<file path="config.mk">
export PLATFORM = sky130hd
export DESIGN_NAME = bb_mode_fsm
export DESIGN_NICKNAME = d
export VERILOG_FILES = /design/src/rtl/bbm_pkg.sv /design/src/rtl/bbm_duty_meter.sv /design/src/rtl/bbm_next_state.sv /design/src/rtl/bb_mode_fsm.sv
export SDC_FILE = /design/constraint.sdc
export NUM_CORES = 1
export LEC_CHECK = 0
export CAP_MARGIN = 0
export CORE_MARGIN = 4
export CORE_UTILIZATION = 51
export CTS_BUF_LIST = sky130_fd_sc_hd__clkbuf_8
export CTS_CLUSTER_DIAMETER = 60
export DETAILED_ROUTE_END_ITERATION = 10
export DONT_BUFFER_PORTS = 1
export PLACE_DENSITY_LB_ADDON = 0.1
export SLEW_MARGIN = 30
export SYNTH_ARGS = -nofsm -noshare
export SYNTH_HDL_FRONTEND = slang
export SYNTH_HIERARCHICAL = 1
export SYNTH_SLANG_ARGS = --single-unit
</file>
<file path="constraint.sdc">
create_clock -name clk -period 4.1 [get_ports clk]
set_clock_uncertainty 0.1 [all_clocks]
set_input_delay 0.41 -clock clk [delete_from_list [all_inputs] [get_ports clk]]
set_output_delay 0.41 -clock clk [all_outputs]
set_load 0.05 [all_outputs]
</file>
<file path="src/rtl/bbm_pkg.sv">
`timescale 1ns/1ps
package bbm_pkg;

  typedef enum logic [2:0] {
    MODE_OFF      = 3'b000,
    MODE_BUCK     = 3'b001,
    MODE_BUCK_TR  = 3'b011,
    MODE_BOOST    = 3'b010,
    MODE_BOOST_TR = 3'b110
  } mode_e;

  // Next mode at a period boundary, given the duty comparisons of the
  // period that just ended.
  function automatic mode_e bbm_decide(mode_e cur, logic ss_done,
                                       logic below_long, logic below_short);
    mode_e nxt;
    case (cur)
      MODE_OFF:      nxt = MODE_BUCK;
      MODE_BUCK:     nxt = (ss_done && below_long) ? MODE_BUCK_TR : MODE_BUCK;
      MODE_BUCK_TR:  nxt = below_short ? MODE_BOOST :
                           (!below_long ? MODE_BUCK : MODE_BUCK_TR);
      MODE_BOOST:    nxt = below_long ? MODE_BOOST_TR : MODE_BOOST;
      MODE_BOOST_TR: nxt = below_short ? MODE_BUCK :
                           (!below_long ? MODE_BOOST : MODE_BOOST_TR);
      default:       nxt = MODE_OFF;
    endcase
    return nxt;
  endfunction

  function automatic logic bbm_is_buck_side(mode_e m);
    return (m == MODE_BUCK) || (m == MODE_BUCK_TR);
  endfunction

  function automatic logic bbm_is_boost_side(mode_e m);
    return (m == MODE_BOOST) || (m == MODE_BOOST_TR);
  endfunction

endpackage

</file>
<file path="src/rtl/bbm_duty_meter.sv">
`timescale 1ns/1ps
module bbm_duty_meter #(
  parameter int CNT_W = 8
) (
  input  logic             clk,
  input  logic             rst_n,
  input  logic             cycle_start_i,
  input  logic             phase_end_i,
  input  logic [CNT_W-1:0] long_th_i,
  input  logic [CNT_W-1:0] short_th_i,
  output logic             below_long_o,
  output logic             below_short_o
);

  localparam logic [CNT_W-1:0] CNT_MAX = {CNT_W{1'b1}};
  localparam logic [CNT_W-1:0] CNT_ONE = {{(CNT_W-1){1'b0}}, 1'b1};

  logic [CNT_W-1:0] cnt_q;
  logic [CNT_W-1:0] duty_q;
  logic             seen_q;
  logic [CNT_W-1:0] duty_w;
  logic             capture_w;

  // Only the first phase end of a period is kept.
  assign capture_w = phase_end_i && !cycle_start_i && !seen_q;

  always_ff @(posedge clk or negedge rst_n) begin
    if (!rst_n) begin
      cnt_q  <= '0;
      duty_q <= '0;
      seen_q <= 1'b0;
    end else if (cycle_start_i) begin
      cnt_q  <= CNT_ONE;
      seen_q <= 1'b0;
    end else begin
      if (cnt_q != CNT_MAX) cnt_q <= cnt_q + CNT_ONE;
      if (capture_w) begin
        seen_q <= 1'b1;
        duty_q <= cnt_q;
      end
    end
  end

  // A period without a phase end counts as full duty.
  assign duty_w        = seen_q ? duty_q : cnt_q;
  assign below_long_o  = duty_w < long_th_i;
  assign below_short_o = duty_w < short_th_i;


  duty_hold_chk: assert property (@(posedge clk) disable iff (!rst_n)
    seen_q && !cycle_start_i |=> $stable(duty_q));


  duty_clear_chk: assert property (@(posedge clk) disable iff (!rst_n)
    cycle_start_i |=> !seen_q);

endmodule

</file>
<file path="src/rtl/bbm_next_state.sv">
`timescale 1ns/1ps
module bbm_next_state
  import bbm_pkg::*;
(
  input  mode_e cur_i,
  input  logic  run_i,
  input  logic  step_i,
  input  logic  ss_done_i,
  input  logic  below_long_i,
  input  logic  below_short_i,
  output mode_e nxt_o
);

  always_comb begin
    if (!run_i)
      nxt_o = MODE_OFF;
    else if (step_i)
      nxt_o = bbm_decide(cur_i, ss_done_i, below_long_i, below_short_i);
    else
      nxt_o = cur_i;
  end

endmodule

</file>
<file path="src/rtl/bb_mode_fsm.sv">
`timescale 1ns/1ps
module bb_mode_fsm
  import bbm_pkg::*;
#(
  parameter int CNT_W = 8
) (
  input  logic             clk,
  input  logic             rst_n,
  input  logic             run_i,
  input  logic             ss_done_i,
  input  logic             cycle_start_i,
  input  logic             phase_end_i,
  input  logic [CNT_W-1:0] long_th_i,
  input  logic [CNT_W-1:0] short_th_i,
  output logic [2:0]       mode_o,
  output logic             buck_o,
  output logic             boost_o
);

  mode_e state_q;
  mode_e next_w;
  logic  below_long_w;
  logic  below_short_w;

  bbm_duty_meter #(.CNT_W(CNT_W)) u_meter (
    .clk           (clk),
    .rst_n         (rst_n),
    .cycle_start_i (cycle_start_i),
    .phase_end_i   (phase_end_i),
    .long_th_i     (long_th_i),
    .short_th_i    (short_th_i),
    .below_long_o  (below_long_w),
    .below_short_o (below_short_w)
  );

  bbm_next_state u_next (
    .cur_i         (state_q),
    .run_i         (run_i),
    .step_i        (cycle_start_i),
    .ss_done_i     (ss_done_i),
    .below_long_i  (below_long_w),
    .below_short_i (below_short_w),
    .nxt_o         (next_w)
  );

  always_ff @(posedge clk or negedge rst_n) begin
    if (!rst_n) state_q <= MODE_OFF;
    else        state_q <= next_w;
  end

  assign mode_o  = state_q;
  assign buck_o  = run_i && bbm_is_buck_side(state_q);
  assign boost_o = run_i && bbm_is_boost_side(state_q);


  run_off_chk: assert property (@(posedge clk) disable iff (!rst_n)
    !run_i |=> mode_o == 3'b000);


  mode_hold_chk: assert property (@(posedge clk) disable iff (!rst_n)
    run_i && !cycle_start_i |=> $stable(mode_o));


  legal_code_chk: assert property (@(posedge clk) disable iff (!rst_n)
    mode_o inside {3'b000, 3'b001, 3'b011, 3'b010, 3'b110});


  sel_excl_chk: assert property (@(posedge clk) disable iff (!rst_n)
    $onehot0({buck_o, boost_o}));


  start_buck_chk: assert property (@(posedge clk) disable iff (!rst_n)
    mode_o == 3'b000 && run_i && cycle_start_i |=> mode_o == 3'b001);


  no_buck_to_boost_chk: assert property (@(posedge clk) disable iff (!rst_n)
    mode_o == 3'b001 |=> mode_o != 3'b010);


  no_boost_to_buck_chk: assert property (@(posedge clk) disable iff (!rst_n)
    mode_o == 3'b010 |=> mode_o != 3'b001);

endmodule

</file>
==> flow_summary.yaml, run 1 <==
placement:
  routabilityCongestion: 0.901
  numPortBuffers: 0
  post-place-ws_ns: 1.40
  dpl.hpwl_mm: 2.21
  placed_area_um2: 1450
die:
  io_pins: 27
  rows: 18
  die_width_um: 60.8
  start_util: 0.555
  dieArea_um2: 3700
  core-area_um2: 2570
  die_y_um: 60.8
cts:
  root_buffer: "clkbuf_8"
  clkSinkCount: 20
  cts_made_buffers: 3
  clk_pin_slew_ns: 0.07
  htree_num_levels: 1
  clock_latency_ns: 0.26
  postCtsSetupBuffers: 0
  cts_buffer_depth: 2
  cts_tree: "built"
routing:
  drtIter0Drc: 71
  drc: 0
  vias_per_cell: 6.04
  first_pass_iters: 4
  wl_mm: 2.77
  postRouteAntennaNets: 0
  dr_total_vias: 1105
  avgRoutedWirePerCell_um: 15.2
synth:
  synth.distinct_cells: 38
  syn_nets: 188
  synth_seq_cells: 20
  syn_avg_cell_area_um2: 9.43
  yosysWarnings: 6
  syn-instance-count: 151
  syn_area_um2: 1420
  ys_seq_area_frac: 0.351
flow_run:
  drv_cap: 0
worst_setup_path:
  crit_buf_inv: 0
  r2r_setup_slack_ns: 1.41
  crit_type: "flop to flop"
  crit_family: "simple AND/OR/NAND/NOR gates"
  crit_chain: "mux2_2, ha_1, a21oi_1, o21ai_0, nor3_1, nand2_1, or3b_1, a21boi_1"
  r2r_start: "u_meter/seen_q$_DFFE_PN0P_"
  reg2reg_depth: 8
  crit_slowest_cell: "dfrtp_1"
  cp_data_arrival_time_ns: 2.78
  crit_fanout: 13
  startpoint_type: "flop"
  cpPeakStageDelay_ns: 0.61
  cp-end-kind: "flop"
  r2r-end: "mode_o[2]$_DFF_PN0_"
  crit_required_ns: 4.19
sta:
  slew_violations: 0
  hold_ws_ns: -0.0185
  period_share: 0.657
  rsz0062_at_grt: "false"
  fmaxAchievable_ghz: 0.371
  post-route-min-period_ns: 2.69
  final.setup.worst_slack_ns: 1.41
  setup_viol: 0
  hold_viol: 20
  fin_tns_setup_ns: 0
  relSlewSlack: 0.588
  worst_slew_pin_slew_ns: 0.619
cells_and_area:
  drive_gt1_frac: 0.157
  nets: 191
  n_antenna_cell: 0
  area_growth_pct: 7.03
  layout_commonest_cell: "dfrtp_1"
  layout_common_cells: "20 x dfrtp_1, 19 x inv_1, 15 x ha_1"
  stdcell_area_um2: 1520
pwr:
  power.density_nw_per_um2: 325
  ir_drop_mv: 0.264
  leakage_uw: 0.000741
grt:
  grt_pass1_wl_mm: 4.74
  grtUsageTotal: 0.170
  antenna_found_initial: 0
  grt_pass1_vias: 1093
  grt_overflow: 0
  grt_max_degree: 21
hold_path:
  min_path_type: "primary input to async pin"
outcome:
  status: "complete, but fails checks"
  violations: "negative hold slack"
logic make-up after synthesis:
family,synth area share
muxes,0.110
DFF,0.351
AOI/OAI and AO/OA,0.163
adders and majority gates,0.132
and+or+nand+nor,0.185
buffers and inverters,0.0598
worst register-to-register path, stage by stage (launching register included):
cell,delay (ns)
dfrtp_1,0.61
mux2_2,0.41
ha_1,0.32
a21oi_1,0.15
o21ai_0,0.10
nor3_1,0.35
nand2_1,0.09
or3b_1,0.36
a21boi_1,0.14
through the flow:
| step | utilization | power [µW] | instances |
|---|---|---|---|
| final | 0.594 | 496 | 183 |
| after CTS | 0.596 | 503 | 183 |
| after global placement | 0.564 | 299 | 178 |
| after floorplan | - | 290 | 151 |
| after global routing | 0.594 | 527 | 183 |
| after detailed placement | 0.564 | 301 | 178 |
flip-flops by register name, indices dropped and copies added, names as in the netlist:
register	flops
u_meter/cnt_q	8
u_meter/duty_q	8
mode_o	3
u_meter/seen_q	1
cells in the mapped netlist, drive strengths merged:
library cell,n,share of area
inv,19,0.050
o22ai,1,0.0044
a31oi,2,0.0088
buf,2,0.0070
and4,2,0.012
nand2b,2,0.014
o221a,1,0.0079
a31o,1,0.0062
nand3,4,0.014
nand4,3,0.018
and2,1,0.0044
dfrtp,20,0.35
nor2b,2,0.0088
a21oi,11,0.039
a311oi,3,0.018
a211oi,2,0.011
mux2,13,0.10
or3,1,0.0044
or3b,1,0.0062
nor4,1,0.0044
mux2i,1,0.0070
o211ai,2,0.011
nor3b,1,0.013
a21o,1,0.0053
and3,4,0.018
o2111ai,1,0.0062
ha,15,0.13
and3b,2,0.013
clkbuf,1,0.0026
nand2,8,0.021
o21ai,10,0.035
nor2,6,0.016
a21boi,2,0.011
nor3,5,0.018
final cells by class:
type / instances / area (µm²)
Sequential cell: 20 / 500
Tap cell: 30 / 37.5
Clock buffer: 3 / 41.3
Fill cell: 236 / 1040
Multi-Input combinational cell: 109 / 838
Inverter: 19 / 71.3
Timing Repair Buffer: 1 / 5.00
Clock inverter: 1 / 30.0
routing by layer:
layer	vias up	global-route usage	share of wire
met1	526	0.216	0.48
met2	20	0.295	0.47
li1	557	-	-
met3	2	0.0277	0.040
met5	-	0	0
met4	0	0.0557	0.0076
power by group:
part / leakage [µW] / switching [µW] / internal (µW)
sequential: 0.000266 / 24.4 / 210
clock: 0.0000357 / 63.9 / 130
combinational: 0.000440 / 34.0 / 33.4
timing repair:
| action | CTS | global route |
|---|---|---|
| hold buffers | 1 | 0 |
| gates resized for setup | 0 | 0 |
| setup endpoints to repair | 0 | 0 |
| hold endpoints to repair | 20 | 0 |
how the worst max path moves through the flow:
stage                                      to                       start  slack, ns  cells past startpoint
after floorplan           mode_o[0]$_DFF_PN0_  u_meter/seen_q$_DFFE_PN0P_       1.61                      9
after global placement    mode_o[0]$_DFF_PN0_  u_meter/seen_q$_DFFE_PN0P_       1.47                      8
after detailed placement  mode_o[2]$_DFF_PN0_  u_meter/seen_q$_DFFE_PN0P_       1.40                      8
after CTS                 mode_o[2]$_DFF_PN0_  u_meter/seen_q$_DFFE_PN0P_       1.38                      8
after global routing      mode_o[2]$_DFF_PN0_  u_meter/seen_q$_DFFE_PN0P_       1.23                      8
final                     mode_o[2]$_DFF_PN0_  u_meter/seen_q$_DFFE_PN0P_       1.41                      8
(Power assumes the default switching activity.)
==> inputs of run 2 (changes only) <==
--- a/config.mk
+++ b/config.mk
@@ -5,6 +5,7 @@
 export SDC_FILE = /design/constraint.sdc
 export NUM_CORES = 1
 export LEC_CHECK = 0
+export ABC_AREA = 1
 export CAP_MARGIN = 0
 export CORE_MARGIN = 4
 export CORE_UTILIZATION = 51
==> constraint.sdc (replaced) <==
create_clock -name clk -period 2.75 [get_ports clk]
set_clock_uncertainty 0.1 [all_clocks]
set_input_delay 0.275 -clock clk [delete_from_list [all_inputs] [get_ports clk]]
set_output_delay 0.275 -clock clk [all_outputs]
set_load 0.05 [all_outputs]
==> run 2 against run 1 <==
Compared with the run above:
- the run now ends clean
- sequential power up 43%
- fmax up 16%
- routed wire length up 1.6%
- critical path depth up 3
- global-route usage up 0.85 points
- total power up 29%
- non-clock buffer count up 3
- final cell count up 25%
- area after synthesis up 0.62%
- synthesized cell count up 28%
- register-to-register slack worse by 0.97 ns
- critical endpoint is now mode_o[1]$_DFF_PN0_
==> flow_summary.yaml, run 2 <==
outcome:
  status: "complete, no violations"
cts:
  clk_pin_slew_ns: 0.07
  cts_buffer_depth: 2
  htree_num_levels: 1
  postCtsSetupBuffers: 0
  cts_made_buffers: 3
  root_buffer: "clkbuf_8"
  cts_tree: "built"
  cts_hold_buf: 1
  clkSinkCount: 20
  clock_latency_ns: 0.26
  cts-resized-gates: 0
sta:
  hold_viol: 0
  relSlewSlack: 0.549
  worst_slew_pin_slew_ns: 0.676
  slew_violations: 0
  post-route-min-period_ns: 2.31
  fmaxAchievable_ghz: 0.432
  rsz0062_at_grt: "false"
  period_share: 0.841
  fin_tns_setup_ns: 0
  setup_viol: 0
routing:
  vias_per_cell: 5.37
  wl_mm: 2.82
  drc: 0
  dr_total_vias: 1229
  drtIter0Drc: 61
  first_pass_iters: 4
  avgRoutedWirePerCell_um: 12.3
  postRouteAntennaNets: 0
synth:
  synth_most_common_cell: "nand2_1"
  ys_seq_area_frac: 0.349
  yosysWarnings: 6
  syn_nets: 231
  synthTopCellsByArea: "dfrtp_1 35%, nand2_1 14%, ha_1 13%, inv_1 7.9%, o21ai_0 7.3%"
  synth_top_area_frac: 0.349
  synth.distinct_cells: 23
  synthFlopType: "dfrtp_1"
  synthArstFlopShare: 1.00
  netlist_top_cells_count: "52 x nand2_1, 30 x inv_1, 21 x o21ai_0, 20 x dfrtp_1, 15 x ha_1"
  syn-instance-count: 194
  synth_seq_cells: 20
  syn_avg_cell_area_um2: 7.38
  synth_top_area_cell: "dfrtp_1"
  syn_area_um2: 1430
  synth-edff-count: 0
die:
  core-area_um2: 2570
  io_pins: 27
  die_y_um: 61
  rows: 18
  start_util: 0.558
  die_width_um: 61
  dieArea_um2: 3720
cells_and_area:
  seq_area_um2: 500
  post-route-util: 0.595
  drive_gt1_frac: 0.131
  area_growth_pct: 6.55
  layout_commonest_cell: "nand2_1"
  multi_input_area_um2: 786
  layout_common_cells: "52 x nand2_1, 30 x inv_1, 21 x o21ai_0"
  nFillCells: 237
  nets: 238
  n_antenna_cell: 0
worst_setup_path:
  crit_chain: "o21ai_0, ha_1, a21oi_1, o21ai_0, a21oi_1, inv_1, nand2_1, nand3_1, nand2_1, nand2_1, a21oi_2"
  cp-end-kind: "flop"
  crit_slowest_cell: "dfrtp_1"
  crit_required_ns: 2.84
  cp_data_arrival_time_ns: 2.40
  cp_common_cell: "nand2_1"
  startpoint_type: "flop"
  crit_fanout: 16
  crit_type: "flop to flop"
  cpPeakStageDelay_ns: 0.52
flow_run:
  drv_cap: 0
placement:
  numPortBuffers: 0
  routabilityCongestion: 0.849
  dpl.hpwl_mm: 2.24
pwr:
  power.density_nw_per_um2: 418
  ir_drop_mv: 0.331
  leakage_uw: 0.000815
hold_path:
  min_path_type: "primary input to flop"
grt:
  antenna_found_initial: 0
  grt_pass1_vias: 1182
  grt_max_degree: 21
  grtUsageTotal: 0.179
  grt_pass1_wl_mm: 4.89
  grt_overflow: 0
[run 2: changes by cell type in the layout (fill, tap and decap cells not counted), sizes merged, moves of 3 or more]
cell | previous run | this run
inv | 19 | 34
nor2 | 6 | 14
nand3 | 4 | 14
a311oi | 3 | 0
mux2 | 13 | 0
a21oi | 11 | 14
o21ai | 10 | 23
nand2 | 8 | 53
nor3 | 5 | 1
and3 | 4 | 0
[run 2: through the flow]
step | std cells | setup slack, ns | total power (µW) | hold WS (ns) | cell area, µm²
4_1_cts | 228 | 0.432 | 646 | 0.0160 | 1520
3_5_place_dp | 224 | 0.477 | 450 | -0.120 | 1470
6_report | 229 | 0.437 | 638 | 0.0216 | 1530
3_3_place_gp | 224 | 0.574 | 445 | -0.120 | 1470
2_1_floorplan | 194 | 0.687 | 428 | -0.121 | 1430
5_1_grt | 229 | 0.128 | 687 | 0.0200 | 1530
[run 2: critical path: cells and delay by family (launching register included)]
family,cells,cell delay (ns)
AOI/OAI and AO/OA,5,0.97
DFF,1,0.52
buffers and inverters,1,0.08
adders and majority gates,1,0.31
and+or+nand+nor,4,0.27
[run 2: where the power goes]
| part | leakage [µW] | internal (µW) | total [µW] | switching [µW] |
|---|---|---|---|---|
| Combinational | 0.000526 | 41.1 | 117 | 75.5 |
| Sequential | 0.000268 | 312 | 335 | 22.8 |
| Clock | 0.0000216 | 97.6 | 187 | 89.5 |
[run 2: worst paths after layout]
| kind | from | to | slack [ns] | depth (start not counted) |
|---|---|---|---|---|
| hold / removal | cycle_start_i | u_meter/cnt_q[3]$_DFFE_PN0P_ | 0.02 | 1 |
| setup / recovery | u_meter/seen_q$_DFFE_PN0P_ | mode_o[1]$_DFF_PN0_ | 0.44 | 11 |
| hold reg to reg | u_meter/duty_q[3]$_DFFE_PN0P_ | u_meter/duty_q[3]$_DFFE_PN0P_ | 0.39 | 2 |
| setup reg to reg | u_meter/seen_q$_DFFE_PN0P_ | mode_o[1]$_DFF_PN0_ | 0.44 | 11 |
| max in group asynchronous | rst_n | u_meter/cnt_q[3]$_DFFE_PN0P_ | 1.85 | 2 |
| min in group asynchronous | rst_n | u_meter/cnt_q[2]$_DFFE_PN0P_ | 0.39 | 2 |
[run 2: routing by layer]
| metal | global-route usage | vias to the layer above | wire [µm] |
|---|---|---|---|
| met5 | 0 | - | 0 |
| met4 | 0.0681 | 0 | 43 |
| met2 | 0.299 | 31 | 1300 |
| met1 | 0.226 | 561 | 1370 |
| li1 | - | 632 | - |
| met3 | 0.0383 | 5 | 109 |
[run 2: cell families (layout without fill, tap and decap cells)]
group                      after synthesis  after routing  share of synthesized area
and+or+nand+nor                         84             84                      0.269
AOI/OAI and AO/OA                       37             37                      0.142
buffers and inverters                   37             42                      0.102
DFF                                     20             20                      0.349
adders and majority gates               15             15                      0.131
xor gates and xnor gates                 1              1                    0.00611
[run 2: layout make-up]
| class | count | area share |
|---|---|---|
| Clock buffer | 3 | 0.0270 |
| Inverter | 35 | 0.0861 |
| Multi-Input combinational cell | 137 | 0.515 |
| Sequential cell | 20 | 0.328 |
| Tap cell | 30 | 0.0246 |
| Timing Repair Buffer | 4 | 0.0197 |
==> inputs of run 3 (changes only) <==
--- a/config.mk
+++ b/config.mk
@@ -5,7 +5,7 @@
 export SDC_FILE = /design/constraint.sdc
 export NUM_CORES = 1
 export LEC_CHECK = 0
-export ABC_AREA = 1
+export ABC_AREA = 0
 export CAP_MARGIN = 0
 export CORE_MARGIN = 4
 export CORE_UTILIZATION = 51
==> constraint.sdc (replaced) <==
create_clock -name clk -period 2.2 [get_ports clk]
set_clock_uncertainty 0.1 [all_clocks]
set_input_delay 0.22 -clock clk [delete_from_list [all_inputs] [get_ports clk]]
set_output_delay 0.22 -clock clk [all_outputs]
set_load 0.05 [all_outputs]
==> run 3 against run 2 <==
Compared with the run above:
- the flow now finishes with violations (negative setup slack)
- clock-buffer cell count is 1 higher
- via count is 0.65% lower
- worst setup slack worse by 0.72 ns
- global-route usage is 2.9 points higher
- clock power is 51% higher
- core utilization is 11 points higher
- register-to-register slack worse by 0.72 ns
- total power is 41% higher
- sequential share of layout area is 5.1 points lower
- critical endpoint is now mode_o[2]$_DFF_PN0_
==> flow_summary.yaml, run 3 (synthesized netlist as in run 1, its figures left out) <==
worst_setup_path:
  crit_slowest_cell: "dfrtp_2"
  crit_family: "simple AND/OR/NAND/NOR gates"
  r2r_start: "u_meter/seen_q$_DFFE_PN0P_"
  crit_chain: "buf_6, mux2_4, ha_4, o211ai_1, a311oi_2, nor3_2, nand2_1, or3b_4, a21boi_2"
  crit_buf_inv: 1
  cp-end-kind: "flop"
  r2r-end: "mode_o[2]$_DFF_PN0_"
  crit_fanout: 5
  startpoint_type: "flop"
  reg2reg_depth: 9
  cp_data_arrival_time_ns: 2.59
  crit_type: "flop to flop"
  cpPeakStageDelay_ns: 0.46
  crit_required_ns: 2.30
  r2r_setup_slack_ns: -0.29
hold_path:
  min_path_type: "primary input to flop"
  holdPathEnd: "mode_o[0]$_DFF_PN0_"
  hp-start: "run_i"
  holdPathStages: 1
cts:
  clkSinkCount: 20
  clk_pin_slew_ns: 0.08
  cts_made_buffers: 3
  root_buffer: "clkbuf_8"
  clock_latency_ns: 0.26
  cts_buffer_depth: 2
  htree_num_levels: 1
  cts_tree: "built"
cells_and_area:
  drive_gt1_frac: 0.331
  nets: 213
  nFillCells: 200
  post-route-util: 0.706
  area_growth_pct: 27.2
  n_antenna_cell: 0
  layout_common_cells: "19 x dfrtp_1, 19 x inv_1, 16 x buf_4"
pwr:
  switchingPower_uw: 256
  p_clk_frac: 0.312
  power.density_nw_per_um2: 498
  ir_drop_mv: 0.365
  pwr-share-comb: 0.222
  p_int_uw: 647
  sw_frac_of_total: 0.283
  leakage_uw: 0.000853
  seqPwrFrac: 0.466
routing:
  wl_mm: 3.46
  dr_total_vias: 1221
  drc: 0
  postRouteAntennaNets: 0
  first_pass_iters: 4
  vias_per_cell: 5.96
  avgRoutedWirePerCell_um: 16.9
  drtIter0Drc: 88
die:
  die_y_um: 60.8
  core-area_um2: 2570
  start_util: 0.555
  io_pins: 27
  dieArea_um2: 3700
  die_width_um: 60.8
  rows: 18
grt:
  antenna_found_initial: 0
  grt_max_degree: 21
  grt_pass1_wl_mm: 5.62
  grtUsageTotal: 0.208
  grt_overflow: 0
  grt_pass1_vias: 1211
sta:
  rsz0062_at_grt: "true"
  hold_viol: 0
  period_share: 1.13
  slew_violations: 0
  final.setup.worst_slack_ns: -0.287
  relSlewSlack: 0.551
  setup_viol: 3
  fin_tns_setup_ns: -0.691
  post-route-min-period_ns: 2.49
  worst_slew_pin_slew_ns: 0.673
  fmaxAchievable_ghz: 0.402
outcome:
  violations: "negative setup slack"
  status: "complete, but fails checks"
placement:
  numPortBuffers: 0
  routabilityCongestion: 0.876
  post-place-ws_ns: -0.237
  dpl.hpwl_mm: 2.44
flow_run:
  drv_cap: 0
run 3: worst max-delay path by stage:
| stage | slack, ns | to | depth (start not counted) | startpoint |
|---|---|---|---|---|
| 4_1_cts | -0.22 | mode_o[2]$_DFF_PN0_ | 9 | u_meter/seen_q$_DFFE_PN0P_ |
| 5_1_grt | -0.38 | mode_o[2]$_DFF_PN0_ | 9 | u_meter/seen_q$_DFFE_PN0P_ |
| 2_1_floorplan | -0.06 | mode_o[2]$_DFF_PN0_ | 9 | u_meter/seen_q$_DFFE_PN0P_ |
| 3_5_place_dp | -0.24 | mode_o[0]$_DFF_PN0_ | 8 | u_meter/seen_q$_DFFE_PN0P_ |
| 6_report | -0.29 | mode_o[2]$_DFF_PN0_ | 9 | u_meter/seen_q$_DFFE_PN0P_ |
| 3_3_place_gp | -0.14 | mode_o[2]$_DFF_PN0_ | 8 | u_meter/seen_q$_DFFE_PN0P_ |
run 3: repair_timing:
item                                    in CTS  in global routing
gates resized for setup                      4                 10
pin swaps                                    5                  9
setup buffers                                4                  2
endpoints found under the setup margin       3                  3
endpoints found under the hold margin       30                 20
hold buffers                                 4                  1
gates cloned                                 0                  0
run 3: layer usage:
| metal | vias up | global-route usage | wire, µm |
|---|---|---|---|
| met5 | - | 0 | 0 |
| met2 | 35 | 0.333 | 1740 |
| met3 | 9 | 0.0447 | 146 |
| met4 | 0 | 0.0929 | 81 |
| li1 | 606 | - | - |
| met1 | 571 | 0.269 | 1480 |
run 3: stage by stage:
step           std cells  hold WS (ns)  power, µW  instance area (µm²)
4_1_cts              202       0.00749        895                 1740
6_report             205        0.0149        902                 1810
2_1_floorplan        151        -0.176        553                 1500
3_3_place_gp         190        -0.175        578                 1610
3_5_place_dp         190        -0.175        588                 1610
5_1_grt              205       0.00285        953                 1810
run 3: power groups by stage:
stage	registers [µW]	clock network, µW	logic (µW)
floorplan	430	0	123
CTS	418	289	187
detailed placement	428	0	160
global placement	427	0	151
global route	424	304	225
finish	420	282	201
run 3: cell type report:
cell class | instances | area [µm²] | area share
Clock buffer | 4 | 55.1 | 0.0304
Inverter | 19 | 71.3 | 0.0394
Multi-Input combinational cell | 109 | 958 | 0.529
Sequential cell | 20 | 502 | 0.277
Tap cell | 30 | 37.5 | 0.0207
Timing Repair Buffer | 23 | 188 | 0.104
run 3: worst reg2reg max path: cells and delay by family (launching register included):
kind | cells | cell delay (ns)
AOI/OAI and AO/OA | 3 | 0.52
buffers and inverters | 1 | 0.14
DFF | 1 | 0.46
muxes | 1 | 0.33
adders and majority gates | 1 | 0.28
and+or+nand+nor | 3 | 0.59
